==> config.mk <==
export PLATFORM = sky130hd
export DESIGN_NAME = boot_alias_ctrl
export DESIGN_NICKNAME = d
export VERILOG_FILES = /design/src/rtl/boot_alias_pkg.sv /design/src/rtl/boot_alias_seq.sv /design/src/rtl/boot_alias_decode.sv /design/src/rtl/boot_alias_empty.sv /design/src/rtl/boot_alias_ctrl.sv
export SDC_FILE = /design/constraint.sdc
export NUM_CORES = 1
export LEC_CHECK = 0
export BUFFER_PORTS_ARGS = -buffer_cell sky130_fd_sc_hd__buf_2
export CORE_UTILIZATION = 25
export DETAILED_ROUTE_END_ITERATION = 6
export PLACE_DENSITY = 0.81
export SLEW_MARGIN = 20
export SYNTH_ARGS = -nofsm -noshare
export SYNTH_HDL_FRONTEND = slang
export SYNTH_SLANG_ARGS = --single-unit
==> constraint.sdc <==
create_clock -name clk_i -period 1.3 [get_ports clk_i]
set_input_delay 0.13 -clock clk_i [delete_from_list [all_inputs] [get_ports clk_i]]
set_output_delay 0.13 -clock clk_i [all_outputs]
set_load 0.05 [all_outputs]
==> src/rtl/boot_alias_pkg.sv <==
package boot_alias_pkg;
  typedef enum logic [1:0] {
    SEL_FLASH = 2'b00,
    SEL_SYS   = 2'b01,
    SEL_RSV   = 2'b10,
    SEL_SRAM  = 2'b11
  } boot_sel_e;
endpackage

==> src/rtl/boot_alias_seq.sv <==
module boot_alias_seq #(
  parameter int CAP_EDGE = 2
) (
  input  logic clk_i,
  input  logic rst_ni,
  output logic pin_stb_o,
  output logic cfg_stb_o,
  output logic done_o
);
  localparam int CW = $clog2(CAP_EDGE + 1);
  logic [CW-1:0] cnt_q;

  always_ff @(posedge clk_i or negedge rst_ni) begin
    if (!rst_ni) cnt_q <= '0;
    else if (!done_o) cnt_q <= cnt_q + 1'b1;
  end

  assign pin_stb_o = (cnt_q == '0);
  assign cfg_stb_o = (cnt_q == CW'(CAP_EDGE - 1));
  assign done_o    = (cnt_q == CW'(CAP_EDGE));
endmodule

==> src/rtl/boot_alias_decode.sv <==
module boot_alias_decode
  import boot_alias_pkg::*;
(
  input  logic      pin_i,
  input  logic      use_bit_i,
  input  logic      sys_n_i,
  input  logic      boot_n_i,
  input  logic      empty_i,
  output boot_sel_e sel_o
);
  logic flash_req;
  always_comb begin
    flash_req = use_bit_i ? boot_n_i : !pin_i;
    if (flash_req) sel_o = empty_i ? SEL_SYS : SEL_FLASH;
    else           sel_o = sys_n_i ? SEL_SYS : SEL_SRAM;
  end
endmodule

==> src/rtl/boot_alias_empty.sv <==
module boot_alias_empty #(
  parameter int WORD_W = 32
) (
  input  logic              clk_i,
  input  logic              por_ni,
  input  logic              load_i,
  input  logic [WORD_W-1:0] word_i,
  output logic              flag_o
);
  always_ff @(posedge clk_i or negedge por_ni) begin
    if (!por_ni)     flag_o <= 1'b0;
    else if (load_i) flag_o <= (word_i == '0);
  end
endmodule

==> src/rtl/boot_alias_ctrl.sv <==
module boot_alias_ctrl
  import boot_alias_pkg::*;
#(
  parameter int WORD_W     = 32,
  parameter int CAP_EDGE   = 2,
  parameter bit PIN_AT_RST = 1'b0
) (
  input  logic              clk_i,
  input  logic              rst_ni,
  input  logic              por_ni,
  input  logic              pin_boot_i,
  input  logic              opt_use_bit_i,
  input  logic              opt_sys_n_i,
  input  logic              opt_boot_n_i,
  input  logic              opt_load_i,
  input  logic [WORD_W-1:0] flash_word0_i,
  input  logic              stby_exit_i,
  input  logic              remap_we_i,
  input  logic [1:0]        remap_sel_i,
  output logic [1:0]        sel_o,
  output logic              empty_o
);
  logic      pin_stb, cfg_stb, boot_done;
  logic      pin_q, pin_use;
  boot_sel_e dec_sel, sel_q;

  boot_alias_seq #(.CAP_EDGE(CAP_EDGE)) u_seq (
    .clk_i    (clk_i),
    .rst_ni   (rst_ni),
    .pin_stb_o(pin_stb),
    .cfg_stb_o(cfg_stb),
    .done_o   (boot_done)
  );

  boot_alias_empty #(.WORD_W(WORD_W)) u_empty (
    .clk_i (clk_i),
    .por_ni(por_ni),
    .load_i(opt_load_i),
    .word_i(flash_word0_i),
    .flag_o(empty_o)
  );

  // shared-pin variant keeps the level seen on the first edge after reset
  always_ff @(posedge clk_i or negedge rst_ni) begin
    if (!rst_ni)      pin_q <= 1'b0;
    else if (pin_stb) pin_q <= pin_boot_i;
  end
  assign pin_use = PIN_AT_RST ? pin_q : pin_boot_i;

  boot_alias_decode u_dec (
    .pin_i    (pin_use),
    .use_bit_i(opt_use_bit_i),
    .sys_n_i  (opt_sys_n_i),
    .boot_n_i (opt_boot_n_i),
    .empty_i  (empty_o),
    .sel_o    (dec_sel)
  );

  always_ff @(posedge clk_i or negedge rst_ni) begin
    if (!rst_ni)
      sel_q <= SEL_FLASH;
    else if (cfg_stb || (boot_done && stby_exit_i))
      sel_q <= dec_sel;
    else if (boot_done && remap_we_i && (remap_sel_i != SEL_RSV))
      sel_q <= boot_sel_e'(remap_sel_i);
  end

  assign sel_o = sel_q;
endmodule

==> results of run 1 <==
-- where the power goes --
part | switching, W | internal, W | total, W
clock | 0.0000624 | 0.000116 | 0.000178
combinational | 0.0000648 | 0.0000689 | 0.000134
sequential | 0.00000319 | 0.000164 | 0.000167
total | 0.000130 | 0.000348 | 0.000479
-- state kept, by name, summed over array words and instances, names as in the netlist --
register and count:
sel_o 2, u_seq.cnt_q 2, u_empty.flag_o 1
-- layer usage --
metal | global-route usage | vias to the layer above | wire (µm) | share of wire
met1 | 0.157 | 210 | 366 | 0.36
met2 | 0.279 | 35 | 519 | 0.51
met4 | 0.103 | 0 | 6 | 0.0059
met3 | 0.0523 | 2 | 122 | 0.12
met5 | 0 | - | 0 | 0
li1 | - | 246 | - | -
-- what timing repair did --
| action | CTS | global route |
|---|---|---|
| resized for setup | 0 | 1 |
| setup buffers | 0 | 1 |
| hold buffers | 2 | 0 |
| setup endpoints to repair | 0 | 2 |
| hold endpoints to repair | 5 | 0 |
-- worst max-delay path, delay by kind of cell (launching register included) --
| kind | cells | cell delay, ps |
|---|---|---|
| DFF | 1 | 370 |
| AOI/OAI and AO/OA | 1 | 150 |
| muxes | 2 | 360 |
| buffers and inverters | 1 | 60 |
| adders and majority gates | 1 | 190 |
-- cells by family (layout without fill, tap and decap cells) --
logic type               after synthesis  after routing  share of synthesized area
AO/OA/AOI/OAI                          6              6                      0.131
XOR/XNOR                               1              1                     0.0262
adder cells (fa/ha/maj)                2              2                     0.0749
buffers and inverters                  4             58                     0.0449
flip-flops                             5              5                      0.375
multiplexers                           3              3                     0.0899
AND/OR/NAND/NOR                       15             15                      0.258
-- layout by cell type, fill, tap and decap left out, drive strengths merged --
| master | instances |
|---|---|
| a21o | 1 |
| a21oi | 1 |
| buf | 48 |
| clkbuf | 4 |
| dfrtp | 5 |
| dlygate4sd3 | 2 |
| ha | 2 |
| inv | 4 |
| mux2i | 3 |
| nand2 | 2 |
| nand3 | 1 |
| nand4 | 1 |
| nor2 | 2 |
| nor3 | 1 |
| nor4 | 5 |
| nor4b | 1 |
| o211ai | 1 |
| o21ai | 1 |
| o22ai | 2 |
| or4 | 2 |
| xnor2 | 1 |
-- area by class of cell --
cell class | count | area [µm²] | share of cell area
timing repair buffer | 50 | 265 | 0.411
multi-input combinational | 27 | 196 | 0.304
sequential | 5 | 125 | 0.194
clock buffer | 4 | 26.3 | 0.0407
tap | 14 | 17.5 | 0.0271
inverter | 4 | 15.0 | 0.0233
-- stage by stage --
stage	utilization	setup WS, ps	instance area (µm²)	TNS [ps]	std cells
5_1_grt	0.551	-40.4	646	-40.4	104
3_3_place_gp	0.503	-14.1	589	-14.1	97
2_1_floorplan	-	88.3	334	0	36
4_1_cts	0.543	15.7	636	0	103
3_5_place_dp	0.503	-38.9	589	-38.9	97
6_report	0.551	37.3	646	0	104
-- worst paths after layout --
check	startpoint	to	slack, ps	cells after the start
max	u_seq.cnt_q[0]	sel_o[0]	40	5
min	opt_load_i	u_empty.flag_o	80	2
max reg2reg	u_seq.cnt_q[0]	sel_o[0]	40	5
min reg2reg	u_seq.cnt_q[0]	u_seq.cnt_q[0]	500	1
max in group asynchronous	rst_ni	u_seq.cnt_q[1]	950	2
min in group asynchronous	por_ni	u_empty.flag_o	190	2
==> impl_metrics.py, run 1 <==
metrics = {
    "synthesis": {
        "synth.avg_cell_area_um2": 9.28,
        "synth_ff_type": "dfrtp_1",
        "syn_inst": 36,
        "synth.area.top_cells": "dfrtp_1, nor4_1, mux2i_1",
        "ys_seq_area_frac": 0.375,
        "yosysUniqueCellTypes": 19,
        "yosysTopAreaCell": "dfrtp_1",
        "synth_warnings": 0,
        "synth_top_area_share": 0.375,
        "ys_ff_latch": 5,
        "netlist_area_um2": 334,
        "synth_common_cells": "dfrtp_1, nor4_1, inv_1",
        "async_flop_share": 1.00,
        "synth_edf_count": 0,
        "syn-num-nets": 82,
    },
    "worst_setup_path": {
        "crit_chain": "inv_1 > ha_2 > o211ai_1 > mux2i_1 > mux2i_1",
        "start_kind": "flop",
        "end_kind": "flop",
        "critPathKind": "reg2reg",
        "cpMostUsedCell": "mux2i_1",
        "slowest_delay_ps": 370,
        "crit_slowest_cell": "dfrtp_1",
        "worst_ep_required_time_ps": 1420,
        "cp.arrival_ps": 1380,
        "crit_fanout": 3,
    },
    "sta": {
        "finalHoldViolCount": 0,
        "clock.fmax_mhz": 792,
        "finClkSkew_ps": 5.83,
        "tightestPinTransition_ps": 286,
        "whs_ps": 84.3,
        "fin_crit_ps": 1260,
        "finalCritPeriodShare": 0.971,
        "finalMaxSlewViolations": 0,
        "max_slew_margin": 0.809,
        "setup-violations-final": 0,
    },
    "routing": {
        "drtPass1Iterations": 1,
        "routed_wirelength_um": 1020,
        "avgViaCountPerCell": 4.74,
        "drtAntennaViolNets": 0,
        "drc_errors": 0,
        "routedWlPerCell_um": 9.76,
        "via_count": 493,
        "drtIter0Drc": 0,
    },
    "clock_network": {
        "cts-root-buf": "clkbuf_4",
        "clock_path_buffers": 2,
        "cts_tree": "yes",
        "clock_latency_ps": 240,
        "clkSinkCount": 5,
        "numCtsBuffers": 3,
        "path_clk_slew_ps": 50,
        "h-tree-depth": 1,
    },
    "placed_design": {
        "io_buffers": 46,
        "routabilityCongestion": 0.668,
    },
    "cells_and_area": {
        "n_antenna_cell": 0,
        "syn2layout_area_growth_pct": 93.3,
        "drive_above_1_share": 0.589,
        "fin_nets": 137,
        "n_fill_cell": 109,
    },
    "power": {
        "max-vdd-ir-drop_mv": 0.381,
        "p_leak_nw": 0.366,
        "power_density_nw_per_um2": 742,
        "p_total_w": 0.000479,
    },
    "grt": {
        "overflow": 0,
        "grt_pass1_vias": 429,
        "grt_max_degree": 5,
        "grt_pass1_wl_um": 1580,
        "grt_antenna_before_repair": 0,
        "grt_usage": 0.159,
    },
    "worst_hold_path": {
        "hold_class": "in2reg",
    },
    "floorplanning": {
        "ios": 47,
        "die_height_um": 38.6,
        "dieWidth_um": 38.6,
        "num_rows": 12,
        "initial_utilization": 0.285,
        "die_area_um2": 1490,
        "core_area_um2": 1170,
    },
    "status": {
        "status": "finished clean",
    },
    "flow_run": {
        "cap_violations": 0,
    },
}
(Power assumes the default switching activity.)
==> run 2, diff against run 1 <==
Settings changed: MAX_ROUTING_LAYER set to met4, SETUP_SLACK_MARGIN set to 0.1.
==> run 2 against run 1 <==
  * Die area unchanged
  * Register-to-register slack improved by 70 ps
  * Via count decreased by 2.0%
  * Largest power group unchanged
  * Critical path depth decreased by 1
  * Highest routed layer unchanged
  * Cell count unchanged
  * Critical path type unchanged
  * Critical endpoint unchanged
==> impl_metrics.py, run 2 (synthesis gave the netlist of run 1 again) <==
metrics = {
    "status": {
        "status": "finished clean",
    },
    "routing": {
        "avgViaCountPerCell": 4.64,
        "drtIter0Drc": 6,
        "drtAntennaViolNets": 0,
        "via_count": 483,
        "routed_wirelength_um": 967,
        "drtPass1Iterations": 4,
        "routedWlPerCell_um": 9.30,
        "drc_errors": 0,
    },
    "cells_and_area": {
        "drive_above_1_share": 0.611,
        "n_fill_cell": 113,
        "syn2layout_area_growth_pct": 98.1,
        "fin_nets": 137,
        "multiInputGateArea_um2": 213,
        "design_area_um2": 662,
        "final_common_cell": "buf_2",
        "final_cell_mix": "buf_2, nor4_1, dfrtp_1",
        "n_antenna_cell": 0,
        "regArea_um2": 125,
        "stdcell_count": 104,
    },
    "worst_setup_path": {
        "r2r_slack_ps": 110,
        "r2r_start": "u_seq.cnt_q[1]",
        "cpMostUsedCell": "mux2i_1",
        "cp.arrival_ps": 1320,
        "crit_slowest_cell": "dfrtp_1",
        "critical-path-top-delay-family": "flip-flops",
        "slowest_delay_ps": 410,
        "r2r_cells": 4,
        "crit_chain": "ha_4 > o211ai_1 > mux2i_1 > mux2i_1",
        "critPathBufInv": 0,
        "end_kind": "flop",
        "crit_fanout": 5,
        "worst_ep_required_time_ps": 1420,
        "start_kind": "flop",
        "timing.rr.end": "sel_o[0]",
        "critPathKind": "reg2reg",
    },
    "placed_design": {
        "placement.cell_area_um2": 584,
        "hpwl_um": 809,
        "routabilityCongestion": 0.707,
        "io_buffers": 46,
        "dp.cells": 96,
        "dp_slack_ps": -55.1,
    },
    "sta": {
        "fin_crit_ps": 1190,
        "tightestPinTransition_ps": 287,
        "finalCritPeriodShare": 0.918,
        "clock.fmax_mhz": 838,
        "max_slew_margin": 0.808,
        "finalHoldViolCount": 0,
        "rsz0062_at_grt": "yes",
        "fin_ws_ps": 106,
        "finClkSkew_ps": 2.52,
        "setup-violations-final": 0,
        "finalMaxSlewViolations": 0,
    },
    "power": {
        "max-vdd-ir-drop_mv": 0.335,
        "p_leak_nw": 0.370,
        "power_density_nw_per_um2": 728,
    },
    "clock_network": {
        "clock_latency_ps": 240,
        "path_clk_slew_ps": 50,
        "clkSinkCount": 5,
        "h-tree-depth": 1,
        "cts_tree": "yes",
        "numCtsBuffers": 3,
        "clock_path_buffers": 2,
        "cts-root-buf": "clkbuf_4",
    },
    "floorplanning": {
        "dieWidth_um": 38.6,
        "num_rows": 12,
        "initial_utilization": 0.285,
        "ios": 47,
        "die_area_um2": 1490,
        "die_height_um": 38.6,
        "core_area_um2": 1170,
    },
    "flow_run": {
        "cap_violations": 0,
    },
    "grt": {
        "grt_pass1_vias": 421,
        "grt_pass1_wl_um": 1440,
        "grt_usage": 0.156,
        "overflow": 0,
        "grt_antenna_before_repair": 0,
        "grt_max_degree": 6,
    },
    "worst_hold_path": {
        "hold-path-endpoint": "u_empty.flag_o",
        "hold_path.startpoint": "opt_load_i",
        "whs_path_depth": 2,
        "hold_class": "in2reg",
    },
}
-- run 2: worst max path at each step --
stage	start	endpoint	slack, ps	cells past startpoint
detailed placement	flash_word0_i[1]	u_empty.flag_o	-60	5
CTS	u_seq.cnt_q[1]	sel_o[1]	110	4
global placement	flash_word0_i[1]	u_empty.flag_o	-40	5
floorplan	flash_word0_i[6]	u_empty.flag_o	100	3
global route	u_seq.cnt_q[1]	sel_o[1]	7	4
finish	u_seq.cnt_q[1]	sel_o[0]	110	4
-- run 2: through the flow --
stage / util / setup TNS, ps / hold slack, ps / power [W]
2_1_floorplan: - / 0 / -166 / 0.000220
3_3_place_gp: 0.499 / -37.6 / -87.8 / 0.000295
3_5_place_dp: 0.499 / -55.1 / -83.0 / 0.000297
4_1_cts: 0.553 / 0 / 76.1 / 0.000492
5_1_grt: 0.565 / 0 / 85.4 / 0.000513
6_report: 0.565 / 0 / 84.0 / 0.000482
-- run 2: final cells by class --
type	instances	area share
sequential	5	0.189
clock buffer	4	0.0397
timing repair buffer	50	0.401
inverter	4	0.0227
tap	14	0.0265
multi-input combinational	27	0.321
-- run 2: routing by layer --
| metal | up-vias | track usage | part of all wire |
|---|---|---|---|
| li1 | 245 | - | - |
| met1 | 201 | 0.122 | 0.38 |
| met2 | 35 | 0.296 | 0.50 |
| met3 | 2 | 0.0523 | 0.10 |
| met4 | 0 | 0.103 | 0.0062 |
| met5 | - | - | 0 |
-- run 2: repair_timing --
action | 4_1_cts | 5_1_grt
hold buffers | 2 | 0
endpoints found under the hold margin | 5 | 0
buffers inserted | 1 | 1
resized for setup | 1 | 2
cloned | 0 | 0
pin swaps | 1 | 2
setup endpoints to repair | 2 | 3
-- run 2: power breakdown --
group | internal (W) | total (W) | switching, W
registers | 0.000163 | 0.000167 | 0.00000307
logic | 0.0000693 | 0.000133 | 0.0000636
clock network | 0.000116 | 0.000182 | 0.0000660
total | 0.000349 | 0.000482 | 0.000133
